[src/rtl/fpx_pkg.sv]
package fpx_pkg;
  localparam int unsigned N_EXC  = 6;
  localparam int unsigned WORD_W = 16;
  localparam int unsigned CC_W   = 4;
  localparam int unsigned TOP_W  = 3;

  localparam logic [WORD_W-1:0] CTL_RST = 16'h033F;

  typedef enum logic [1:0] {
    CMP_GT = 2'd0,
    CMP_LT = 2'd1,
    CMP_EQ = 2'd2,
    CMP_UN = 2'd3
  } cmp_res_e;

  typedef struct packed {
    logic c3;
    logic c2;
    logic c1;
    logic c0;
  } ccode_t;

  // Returns {C3, C2, C0} for a comparison outcome.
  function automatic logic [2:0] cmp_to_cc(input cmp_res_e r);
    logic [2:0] v;
    case (r)
      CMP_GT:  v = 3'b000;
      CMP_LT:  v = 3'b001;
      CMP_EQ:  v = 3'b100;
      default: v = 3'b111;
    endcase
    return v;
  endfunction
endpackage

[src/rtl/fpx_rst_sync.sv]
module fpx_rst_sync (
  input  logic clk,
  input  logic rst_n,
  output logic rst_sync_n
);
  logic [1:0] stage_q;

  always_ff @(posedge clk or negedge rst_n) begin
    if (!rst_n) stage_q <= 2'b00;
    else        stage_q <= {stage_q[0], 1'b1};
  end

  assign rst_sync_n = stage_q[1];
endmodule

[src/rtl/fpx_ctl_reg.sv]
module fpx_ctl_reg #(
  parameter int unsigned W = fpx_pkg::WORD_W,
  parameter int unsigned N = fpx_pkg::N_EXC,
  parameter logic [W-1:0] RST_VAL = fpx_pkg::CTL_RST
) (
  input  logic         clk,
  input  logic         rst_n,
  input  logic         wr,
  input  logic [W-1:0] wdata,
  output logic [W-1:0] ctl_q,
  output logic [N-1:0] masks,
  output logic [1:0]   prec,
  output logic [1:0]   rnd
);
  localparam int unsigned PREC_LSB = 8;
  localparam int unsigned RND_LSB  = 10;

  logic [W-1:0] ctl_d;
  logic         ctl_en;

  always_comb begin
    ctl_en = wr;
    ctl_d  = wdata;
  end

  always_ff @(posedge clk or negedge rst_n) begin
    if (!rst_n)      ctl_q <= RST_VAL;
    else if (ctl_en) ctl_q <= ctl_d;
  end

  assign masks = ctl_q[N-1:0];
  assign prec  = ctl_q[PREC_LSB+1:PREC_LSB];
  assign rnd   = ctl_q[RND_LSB+1:RND_LSB];


  ctl_hold_chk: assert property (@(posedge clk) disable iff (!rst_n)
    !wr |=> $stable(ctl_q));

  ctl_load_chk: assert property (@(posedge clk) disable iff (!rst_n)
    wr |=> (ctl_q == $past(wdata)));
endmodule

[src/rtl/fpx_flags.sv]
module fpx_flags #(
  parameter int unsigned N = fpx_pkg::N_EXC
) (
  input  logic         clk,
  input  logic         rst_n,
  input  logic         set_en,
  input  logic [N-1:0] set_vec,
  input  logic         clr,
  input  logic [N-1:0] masks,
  output logic [N-1:0] flags,
  output logic         summary
);
  for (genvar i = 0; i < N; i++) begin : g_flag
    logic bit_q;
    logic bit_d;
    logic bit_en;
    logic hit;

    always_comb begin
      hit    = set_en & set_vec[i];
      bit_en = clr | hit;
      bit_d  = (clr ? 1'b0 : bit_q) | hit;
    end

    always_ff @(posedge clk or negedge rst_n) begin
      if (!rst_n)      bit_q <= 1'b0;
      else if (bit_en) bit_q <= bit_d;
    end

    assign flags[i] = bit_q;
  end

  assign summary = |(flags & ~masks);


  flag_sticky_chk: assert property (@(posedge clk) disable iff (!rst_n)
    !clr |=> ((flags & $past(flags)) == $past(flags)));

  flag_clear_chk: assert property (@(posedge clk) disable iff (!rst_n)
    (clr && !set_en) |=> (flags == '0));

  quiet_no_summary_chk: assert property (@(posedge clk) disable iff (!rst_n)
    (flags == '0) |-> !summary);
endmodule

[src/rtl/fpx_ccode.sv]
module fpx_ccode (
  input  logic       clk,
  input  logic       rst_n,
  input  logic       cmp_en,
  input  logic [1:0] cmp_code,
  input  logic       ld_en,
  input  logic [3:0] ld_val,
  output logic [3:0] cc
);
  import fpx_pkg::*;

  ccode_t   cc_q;
  ccode_t   cc_d;
  logic     cc_en;
  logic [2:0] cmp_bits;

  always_comb begin
    cmp_bits = cmp_to_cc(cmp_res_e'(cmp_code));
    cc_en    = ld_en | cmp_en;
    cc_d     = cc_q;
    if (ld_en) begin
      cc_d = ccode_t'(ld_val);
    end else if (cmp_en) begin
      cc_d.c3 = cmp_bits[2];
      cc_d.c2 = cmp_bits[1];
      cc_d.c0 = cmp_bits[0];
    end
  end

  always_ff @(posedge clk or negedge rst_n) begin
    if (!rst_n)     cc_q <= '0;
    else if (cc_en) cc_q <= cc_d;
  end

  assign cc = cc_q;


  cmp_keeps_c1_chk: assert property (@(posedge clk) disable iff (!rst_n)
    (cmp_en && !ld_en) |=> (cc[1] == $past(cc[1])));

  ld_wins_chk: assert property (@(posedge clk) disable iff (!rst_n)
    ld_en |=> (cc == $past(ld_val)));

  idle_hold_chk: assert property (@(posedge clk) disable iff (!rst_n)
    (!ld_en && !cmp_en) |=> $stable(cc));
endmodule

[src/rtl/fpx_status_unit.sv]
module fpx_status_unit #(
  parameter int unsigned N_EXC = fpx_pkg::N_EXC,
  parameter int unsigned W     = fpx_pkg::WORD_W,
  parameter int unsigned TOP_W = fpx_pkg::TOP_W
) (
  input  logic             clk,
  input  logic             rst_n,
  input  logic             exc_valid,
  input  logic [N_EXC-1:0] exc_bits,
  input  logic             clr_exc,
  input  logic             cmp_valid,
  input  logic [1:0]       cmp_code,
  input  logic             cc_ld,
  input  logic [3:0]       cc_din,
  input  logic             exec_busy,
  input  logic [TOP_W-1:0] top_ptr,
  input  logic             ctl_wr,
  input  logic [W-1:0]     ctl_wdata,
  input  logic             stat_rd,
  output logic [W-1:0]     status_word,
  output logic [W-1:0]     ctl_word,
  output logic [W-1:0]     rd_data,
  output logic             err_out,
  output logic [1:0]       prec_sel,
  output logic [1:0]       rnd_sel
);
  logic             rst_s_n;
  logic [N_EXC-1:0] masks;
  logic [N_EXC-1:0] flags;
  logic             summary;
  logic [3:0]       cc;
  logic [W-1:0]     rd_q;
  logic [W-1:0]     rd_d;
  logic             rd_en;

  fpx_rst_sync u_rst (
    .clk        (clk),
    .rst_n      (rst_n),
    .rst_sync_n (rst_s_n)
  );

  fpx_ctl_reg #(.W(W), .N(N_EXC)) u_ctl (
    .clk   (clk),
    .rst_n (rst_s_n),
    .wr    (ctl_wr),
    .wdata (ctl_wdata),
    .ctl_q (ctl_word),
    .masks (masks),
    .prec  (prec_sel),
    .rnd   (rnd_sel)
  );

  fpx_flags #(.N(N_EXC)) u_flags (
    .clk     (clk),
    .rst_n   (rst_s_n),
    .set_en  (exc_valid),
    .set_vec (exc_bits),
    .clr     (clr_exc),
    .masks   (masks),
    .flags   (flags),
    .summary (summary)
  );

  fpx_ccode u_cc (
    .clk      (clk),
    .rst_n    (rst_s_n),
    .cmp_en   (cmp_valid),
    .cmp_code (cmp_code),
    .ld_en    (cc_ld),
    .ld_val   (cc_din),
    .cc       (cc)
  );

  // Layout: 15 busy, 14 C3, 13..11 top, 10 C2, 9 C1, 8 C0, 7 summary, 6 zero, 5..0 flags
  always_comb begin
    status_word        = '0;
    status_word[15]    = exec_busy;
    status_word[14]    = cc[3];
    status_word[13:11] = top_ptr;
    status_word[10]    = cc[2];
    status_word[9]     = cc[1];
    status_word[8]     = cc[0];
    status_word[7]     = summary;
    status_word[N_EXC-1:0] = flags;
  end

  assign err_out = summary;

  always_comb begin
    rd_en = stat_rd;
    rd_d  = status_word;
  end

  always_ff @(posedge clk or negedge rst_s_n) begin
    if (!rst_s_n)   rd_q <= '0;
    else if (rd_en) rd_q <= rd_d;
  end

  assign rd_data = rd_q;


  read_capture_chk: assert property (@(posedge clk) disable iff (!rst_s_n)
    stat_rd |=> (rd_data == $past(status_word)));

  read_hold_chk: assert property (@(posedge clk) disable iff (!rst_s_n)
    !stat_rd |=> $stable(rd_data));

  spare_bit_zero_chk: assert property (@(posedge clk) disable iff (!rst_s_n)
    status_word[6] == 1'b0);
endmodule

[config.mk]
export PLATFORM = sky130hd
export DESIGN_NAME = fpx_status_unit
export DESIGN_NICKNAME = d
export VERILOG_FILES = /design/src/rtl/fpx_pkg.sv /design/src/rtl/fpx_rst_sync.sv /design/src/rtl/fpx_ctl_reg.sv /design/src/rtl/fpx_flags.sv /design/src/rtl/fpx_ccode.sv /design/src/rtl/fpx_status_unit.sv
export SDC_FILE = /design/constraint.sdc
export NUM_CORES = 1
export LEC_CHECK = 0
export ABC_AREA = 1
export BUFFER_PORTS_ARGS = -buffer_cell sky130_fd_sc_hd__buf_2
export CELL_PAD_IN_SITES_DETAIL_PLACEMENT = 1
export CELL_PAD_IN_SITES_GLOBAL_PLACEMENT = 1
export CORE_ASPECT_RATIO = 1.1
export CORE_MARGIN = 1
export CORE_UTILIZATION = 34
export CTS_BUF_LIST = sky130_fd_sc_hd__clkbuf_8
export CTS_CLUSTER_SIZE = 25
export DETAILED_ROUTE_END_ITERATION = 7
export PLACE_DENSITY_LB_ADDON = 0.08
export SETUP_SLACK_MARGIN = 0.5
export SLEW_MARGIN = 20
export SYNTH_ARGS = -nofsm -noshare
export SYNTH_HDL_FRONTEND = slang
export SYNTH_HIERARCHICAL = 1
export SYNTH_SLANG_ARGS = --single-unit
export TNS_END_PERCENT = 10
[constraint.sdc]
create_clock -name clk -period 1.7 [get_ports clk]
set_clock_uncertainty 0.15 [all_clocks]
set_input_delay 0.255 -clock clk [delete_from_list [all_inputs] [get_ports clk]]
set_output_delay 0.255 -clock clk [all_outputs]
set_load 0.05 [all_outputs]
# After elaboration in Yosys (flattened, before gate mapping)
# Cells that the tools add are included.
[totals]
register_bits = 43
in_bits = 40
output_inout_bits = 53
elab_cells = 52
[classes]
n_eq_ne = 2
muxes = 11
n_bitwise = 21
reduce_logical = 5
[op_table]
columns = ["operator", "count"]
rows = [
  ["1-bit bitwise OR", 13],
  ["3-bit case mux with 3 select lines", 1],
  ["1-bit 2-to-1 mux", 8],
  ["1-bit bitwise AND", 6],
  ["6-bit bitwise AND", 1],
  ["6-bit NOT", 1],
  ["6-bit OR reduction", 1],
  ["2-bit 2-to-1 mux", 2],
  ["2-bit AND reduction", 2],
  ["2-bit by 1-bit == test with 1-bit output, second input constant", 1],
  ["2-bit == test, second input constant", 1],
  ["2-bit zero test", 1],
  ["2-bit nonzero test", 1],
]

# Longest topological paths before layout
# Gate-level depths: netlist of the first run.
[depth]
ltp_word = 4
ltp_mapped = 8
depth_no_buf = 7

# Modules after synthesis
# Netlist of the first run, hierarchy kept.
[modules_own_cells]
columns = ["module", "n_inst", "cells_each", "area_each_um2", "seq_area_each_um2"]
rows = [
  ["fpx_ctl_reg", 1, 78, 729.4, 410.4],
  ["fpx_status_unit", 1, 72, 664.4, 375.4],
  ["fpx_flags", 1, 46, 331.6, 150.1],
  ["fpx_ccode", 1, 25, 185.2, 100.1],
  ["fpx_rst_sync", 1, 3, 53.8, 50.0],
]

# Worst setup path after synthesis of the first run
# OpenSTA, ideal clock, no wires.
[synth_timing]
path_kind = "register to output"
startpoint = "reg u_ctl.ctl_q[4]"
endpoint = "out status_word[7]"
arrival_time_ns = 1.679
required_time_ns = 1.295
setup_slack_ns = -0.384
path_stages_with_launch = 8
path_buffers = 2
path_cell_list = "dfstp_2 buf_4 inv_1 nand2_1 nand2_1 nor2_1 nand2_1 buf_4"
[synth_via]
elab_chain_len = 3
[synth_lines]
columns = ["element", "line_no", "rtl"]
rows = [
  ["start, declared", "fpx_ctl_reg.sv:10", "output logic [W-1:0] ctl_q,"],
  ["start signal, assigned", "fpx_ctl_reg.sv:28", "else if (ctl_en) ctl_q <= ctl_d;"],
  ["6-bit NOT", "fpx_flags.sv:33", "assign summary = |(flags & ~masks);"],
  ["6-bit bitwise AND", "fpx_flags.sv:33", ""],
  ["6-bit OR reduction", "fpx_flags.sv:33", ""],
  ["end, declared", "fpx_status_unit.sv:20", "output logic [W-1:0] status_word,"],
]
# No other way between the ends.

# Worst setup path in the final report of the first run
[layout_timing]
startpoint = "reg u_ctl.ctl_q[4]"
endpoint = "out err_out"
[layout_via]
elab_chain_len = 3
[layout_lines]
columns = ["element", "line_no", "rtl"]
rows = [
  ["6-bit NOT", "fpx_flags.sv:33", ""],
  ["6-bit bitwise AND", "fpx_flags.sv:33", ""],
  ["6-bit OR reduction", "fpx_flags.sv:33", ""],
  ["end, declared", "fpx_status_unit.sv:23", "output logic err_out,"],
]
# No other way between the ends.

==> results.toml, run 1 <==
[clock_network]
clock_path_buffers = 2
cts_root_buffer = "clkbuf_8"
htree_levels = 2
cts_tree = "done"
clk_pin_slew_worst_paths_ns = 0.08
clkSinkCount = 43
cts_made_buffers = 5
insertion_delay_ns = 0.29

[placement]
gp_congestion = 0.7132
dpl.cell_count = 362
hpwl_mm = 3.277
port_buffers = 90

[grt]
globalRouteOverflowTotal = 0
grt_pass1_vias = 1649
grt_max_degree = 42
antenna_found_initial = 0
grt_usage_pct = 17.01
grt_pass1_wl_mm = 7.672

[die]
die_y_microns = 81.72
start_util_pct = 35.94
pin_count = 93
die_w_microns = 74.48
die-area_sq_um = 6086
core-area_sq_um = 5465
rows = 28

[yosys]
synthTopCellsByArea = "dfrtp_1 (45%), nand2_1 (21%), dfstp_2 (11%), buf_4 (8.8%), nand2_2 (3.2%)"
async_flop_share_pct = 100.0
synth_seq_cells = 43
syn_area_per_cell_sq_um = 8.770
yosysSeqAreaShare_pct = 55.29
postSynthCellCount = 224
yosysWarnings = 6
yosys-top-cells-count = "nand2_1 (108), dfrtp_1 (35), buf_4 (23)"
post-synth-top-count-cell = "nand2_1"
synth_cell_types = 14
yosysTopAreaCellShare_pct = 44.59
synth-edff-count = 0
syn_area_sq_um = 1964
synth_top_flop_cell = "dfrtp_1"
yosysTopAreaCell = "dfrtp_1"

[worst_hold_path]
hp-class = "input pin to flip-flop"

[power_and_ir_drop]
pwr-share-comb_pct = 33.5
p_sw_mw = 1.040
swShare_pct = 36.08
pwr-share-seq_pct = 42.4
pwr-share-clk_pct = 24.0
power.density_nw_per_um2 = 1022
vdd_ir_drop_max_v = 0.0004512
p_int_mw = 1.843
leakage_nw = 1.548

[setup_path]
start_kind = "flip-flop"
path_max_fanout = 3
required_ns = 1.29
critPathCaptureType = "primary output"
arrival_ns = 1.37
worstSetupPathType = "flip-flop to primary output"

[cells_and_area]
syn_to_final_growth_pct = 43.57
final_nets = 345
seq_area_sq_um = 1087
fillers = 679
num_antenna_cells = 0
multi_input_area_sq_um = 560.5
stdcell_count = 381
drive_gt1_share_pct = 41.83

[timing]
slew_viol_final = 0
hold_viol = 0
finalSetupViolations = 2
timing.hold.ws_ns = 0.009743
rsz0062_at_grt = "true"
timing.final.ws_setup_ns = -0.07479
layout_min_cycle_time_ns = 1.775
fmax_mhz = 563.4
period_share_pct = 104.4

[outcome]
status = "finished with violations"
violations = "setup timing"

[routing]
drcViolationCount = 0
vias_per_cell = 4.207
drtIter0Drc = 41
ant_nets = 0
wl_per_cell_microns = 12.51
vias = 1603
drt_wl_total_mm = 4.768
drtPass1Iterations = 4

[flow_run]
maxCapViolCount = 0
==> metal layers <==
metal  global-route usage, %  part of all wire [%]  vias to the layer above
met3                   5.644                   6.7                        5
li1                        -                     -                      799
met2                   28.74                    51                       52
met1                   20.20                    42                      747
met5                       0                     0                        -
met4                   5.660                   1.3                        0
==> path summary, 6_finish.rpt <==
check                      slack, ns  cells past startpoint        startpoint              to
min in group asynchronous       0.08                      1  u_rst/stage_q[1]      u_cc/cc[0]
min reg2reg                     0.08                      1  u_rst/stage_q[1]      u_cc/cc[0]
max                            -0.07                      6    u_ctl/ctl_q[4]         err_out
max in group asynchronous       1.05                      1  u_rst/stage_q[1]  u_ctl/ctl_q[5]
max reg2reg                     0.40                      7    u_ctl/ctl_q[4]      rd_data[7]
min                             0.01                      3      ctl_wdata[2]  u_ctl/ctl_q[2]
==> repair_timing <==
action / in CTS / in global routing
cloned: 0 / 0
gates resized for setup: 99 / 9
buffers inserted: 3 / 3
hold endpoints to repair: 6 / 0
setup endpoints to repair: 48 / 48
pin swaps: 2 / 1
hold buffers: 5 / 0
==> registers in the layout (all words and copies together), names as in the netlist <==
name                  cells
u_rst/stage_q             2
u_cc/cc                   4
rd_data                  15
u_flags/g_flag.bit_q      6
u_ctl/ctl_q              16
==> layout by cell type, fill, tap and decap left out <==
master / netlist / final
o21ai_1: 1 / 1
nor2_2: 0 / 1
clkbuf_8: 0 / 7
nand3_1: 5 / 5
dfrtp_1: 35 / 34
nor2_1: 3 / 2
inv_2: 0 / 1
inv_1: 15 / 15
nand2_1: 108 / 107
buf_4: 23 / 4
buf_12: 2 / 1
dfstp_2: 8 / 8
dfrtp_2: 0 / 1
o21ai_0: 6 / 6
buf_6: 4 / 39
nand2_4: 0 / 1
nand2_2: 10 / 10
inv_6: 2 / 2
buf_2: 0 / 43
buf_8: 0 / 10
dlygate4sd3_1: 0 / 5
conb_1: 2 / 3
==> critical path: stages (launching register included) <==
cell,delay (ns)
dfstp_2,0.55
inv_1,0.04
nand2_1,0.05
nand2_1,0.07
nor2_2,0.13
nand2_4,0.09
buf_6,0.16
==> logic make-up after synthesis <==
kind of cell           synth area share [%]
AO/OA/AOI/OAI                         1.783
other                                0.3823
buffers and inverters                 16.88
flip-flops                            55.29
AND/OR/NAND/NOR                       25.67
==> metrics by stage <==
| step | area, sq um | total power, mW | util [%] | setup slack, ns | setup TNS (ns) |
|---|---|---|---|---|---|
| 6_report | 2820 | 2.883 | 51.60 | -0.07479 | -0.1473 |
| 5_1_grt | 2820 | 3.028 | 51.60 | -0.1553 | -0.3093 |
| 4_1_cts | 2774 | 2.899 | 50.76 | -0.07082 | -0.1414 |
| 2_1_floorplan | 2002 | 1.876 | - | -0.1087 | -0.1087 |
| 3_3_place_gp | 2286 | 1.995 | 41.83 | 0.2205 | 0 |
| 3_5_place_dp | 2286 | 2.004 | 41.83 | 0.2026 | 0 |
==> final cells by class <==
cell class / count / share of cell area [%]
tap: 75 / 3.327
timing repair buffer: 102 / 32.08
clock buffer: 7 / 3.416
inverter: 17 / 2.618
clock inverter: 1 / 0.1331
sequential: 43 / 38.55
multi-input combinational: 136 / 19.88
==> power groups by stage <==
stage               clock network (mW)  registers (mW)  logic, mW
global route                     0.763            1.24       1.03
floorplan                            0            1.52      0.360
detailed placement                   0            1.22      0.785
CTS                              0.723            1.22      0.953
finish                           0.693            1.22      0.967
global placement                     0            1.21      0.783
Note: power is estimated with default switching activity, not from simulation.
==> run 2: changes to the inputs <==
--- a/config.mk
+++ b/config.mk
@@ -17,6 +17,7 @@
 export DETAILED_ROUTE_END_ITERATION = 7
 export PLACE_DENSITY_LB_ADDON = 0.08
 export SETUP_SLACK_MARGIN = 0.5
+export SKIP_LAST_GASP = 1
 export SLEW_MARGIN = 20
 export SYNTH_ARGS = -nofsm -noshare
 export SYNTH_HDL_FRONTEND = slang
==> run 2 against run 1 <==
Largest cell class unchanged. The flow still finishes with violations (setup timing). Critical path depth unchanged. Core utilization down 5.2 points. Cell area down 10%. Sequential power about the same. Clock-buffer cell count unchanged. Via count down 0.69%. Worst setup slack better by 0.022 ns.
==> results.toml, run 2 (synthesis results as in run 1) <==
[power_and_ir_drop]
leakage_nw = 1.467
pwr-share-clk_pct = 25.2
vdd_ir_drop_max_v = 0.0004240
pwr-share-seq_pct = 44.0
p_int_mw = 1.717
p_sw_mw = 1.000
pwr-share-comb_pct = 30.8
power.density_nw_per_um2 = 1071
swShare_pct = 36.81

[cells_and_area]
stdcell_count = 381
num_antenna_cells = 0
regMostFlops = "u_ctl/ctl_q"
postLayoutCellArea_sq_um = 2537
final_common_cell = "nand2_1"
multi_input_area_sq_um = 560.5
syn_to_final_growth_pct = 29.17
seq_area_sq_um = 1087
fillers = 710
final_nets = 345
mostFrequentLayoutCells = "nand2_1 (107), buf_2 (84), dfrtp_1 (34)"
drive_gt1_share_pct = 41.83
largest_reg_flops = 16

[setup_path]
r2r_end = "rd_data[7]"
worstSetupPathType = "flip-flop to primary output"
arrival_ns = 1.35
path_max_fanout = 3
crit_start = "u_ctl/ctl_q[0]"
required_ns = 1.29
reg2reg_from = "u_ctl/ctl_q[0]"
start_kind = "flip-flop"
r2r_cells = 7
reg2reg_slack_ns = 0.42
critPathCaptureType = "primary output"

[timing]
timing.final.ws_setup_ns = -0.05231
timing.hold.ws_ns = 0.01174
period_share_pct = 103.1
hold_viol = 0
finalSetupViolations = 2
fmax_mhz = 570.7
tns_ns = -0.1041
slew_viol_final = 0
layout_min_cycle_time_ns = 1.752
rsz0062_at_grt = "true"

[placement]
place_area_sq_um = 2286
dpl.cell_count = 362
gp_congestion = 0.7132
dp_slack_ns = 0.2026
port_buffers = 90
hpwl_mm = 3.277

[clock_network]
cts_root_buffer = "clkbuf_8"
cts_tree = "done"
clock_path_buffers = 2
htree_levels = 2
cts_made_buffers = 5
clk_pin_slew_worst_paths_ns = 0.08
clkSinkCount = 43
insertion_delay_ns = 0.29

[outcome]
violations = "setup timing"
status = "finished with violations"

[die]
rows = 28
start_util_pct = 35.94
die_w_microns = 74.48
die_y_microns = 81.72
core-area_sq_um = 5465
die-area_sq_um = 6086
pin_count = 93

[worst_hold_path]
holdPathStages = 3
hp-start = "ctl_wdata[15]"
hp-class = "input pin to flip-flop"
min_to = "u_ctl/ctl_q[15]"

[grt]
antenna_found_initial = 0
grt_pass1_wl_mm = 7.307
globalRouteOverflowTotal = 0
grt_usage_pct = 16.10
grt_max_degree = 42
grt_pass1_vias = 1571

[routing]
drtIter0Drc = 51
vias = 1592
drtPass1Iterations = 5
drcViolationCount = 0
ant_nets = 0
wl_per_cell_microns = 11.71
vias_per_cell = 4.178
drt_wl_total_mm = 4.460

[flow_run]
maxCapViolCount = 0
run 2: changes by cell type in the layout (fill, tap and decap cells not counted):
cell	previous run	this run
buf_2	43	84
buf_6	39	5
buf_8	10	3
run 2: worst max path at each step:
stage	endpoint
2_1_floorplan	status_word[7]
3_3_place_gp	status_word[7]
3_5_place_dp	err_out
4_1_cts	err_out
5_1_grt	err_out
6_report	err_out
run 2: worst max-delay path: stages, from the launching register on:
cell     delay, ns
dfstp_2       0.54
inv_2         0.03
nand2_1       0.05
nand2_1       0.06
nor2_2        0.15
nand2_4       0.08
buf_6         0.15
run 2: metal layers:
metal	GRT usage, %	wire [microns]
met5	0	0
met4	5.660	59
met3	5.276	312
met2	27.21	2177
met1	19.03	1910
run 2: area by class of cell:
class                           instances  area share, %
Timing Repair Buffer                  102          24.51
Clock inverter                          1         0.1479
Multi-Input combinational cell        136          22.09
Sequential cell                        43          42.85
Tap cell                               75          3.698
Inverter                               17          2.909
Clock buffer                            7          3.797
run 2: power by group through the flow:
stage / logic, mW / clock network (mW) / registers [mW]
2_1_floorplan: 0.360 / 0 / 1.52
3_3_place_gp: 0.783 / 0 / 1.21
3_5_place_dp: 0.785 / 0 / 1.22
4_1_cts: 0.823 / 0.723 / 1.20
5_1_grt: 0.898 / 0.762 / 1.21
6_report: 0.836 / 0.685 / 1.20
run 2: per-stage QoR:
stage	utilization, %	power (mW)
finish	46.43	2.717
global route	46.43	2.870
CTS	45.51	2.745
detailed placement	41.83	2.004
global placement	41.83	1.995
floorplan	-	1.876
run 2: what timing repair did:
action | CTS | global route
setup endpoints to repair | 48 | 48
buffers inserted | 3 | 3
pin swaps | 1 | 1
hold buffers | 5 | 0
hold endpoints to repair | 6 | 0
resized for setup | 9 | 10
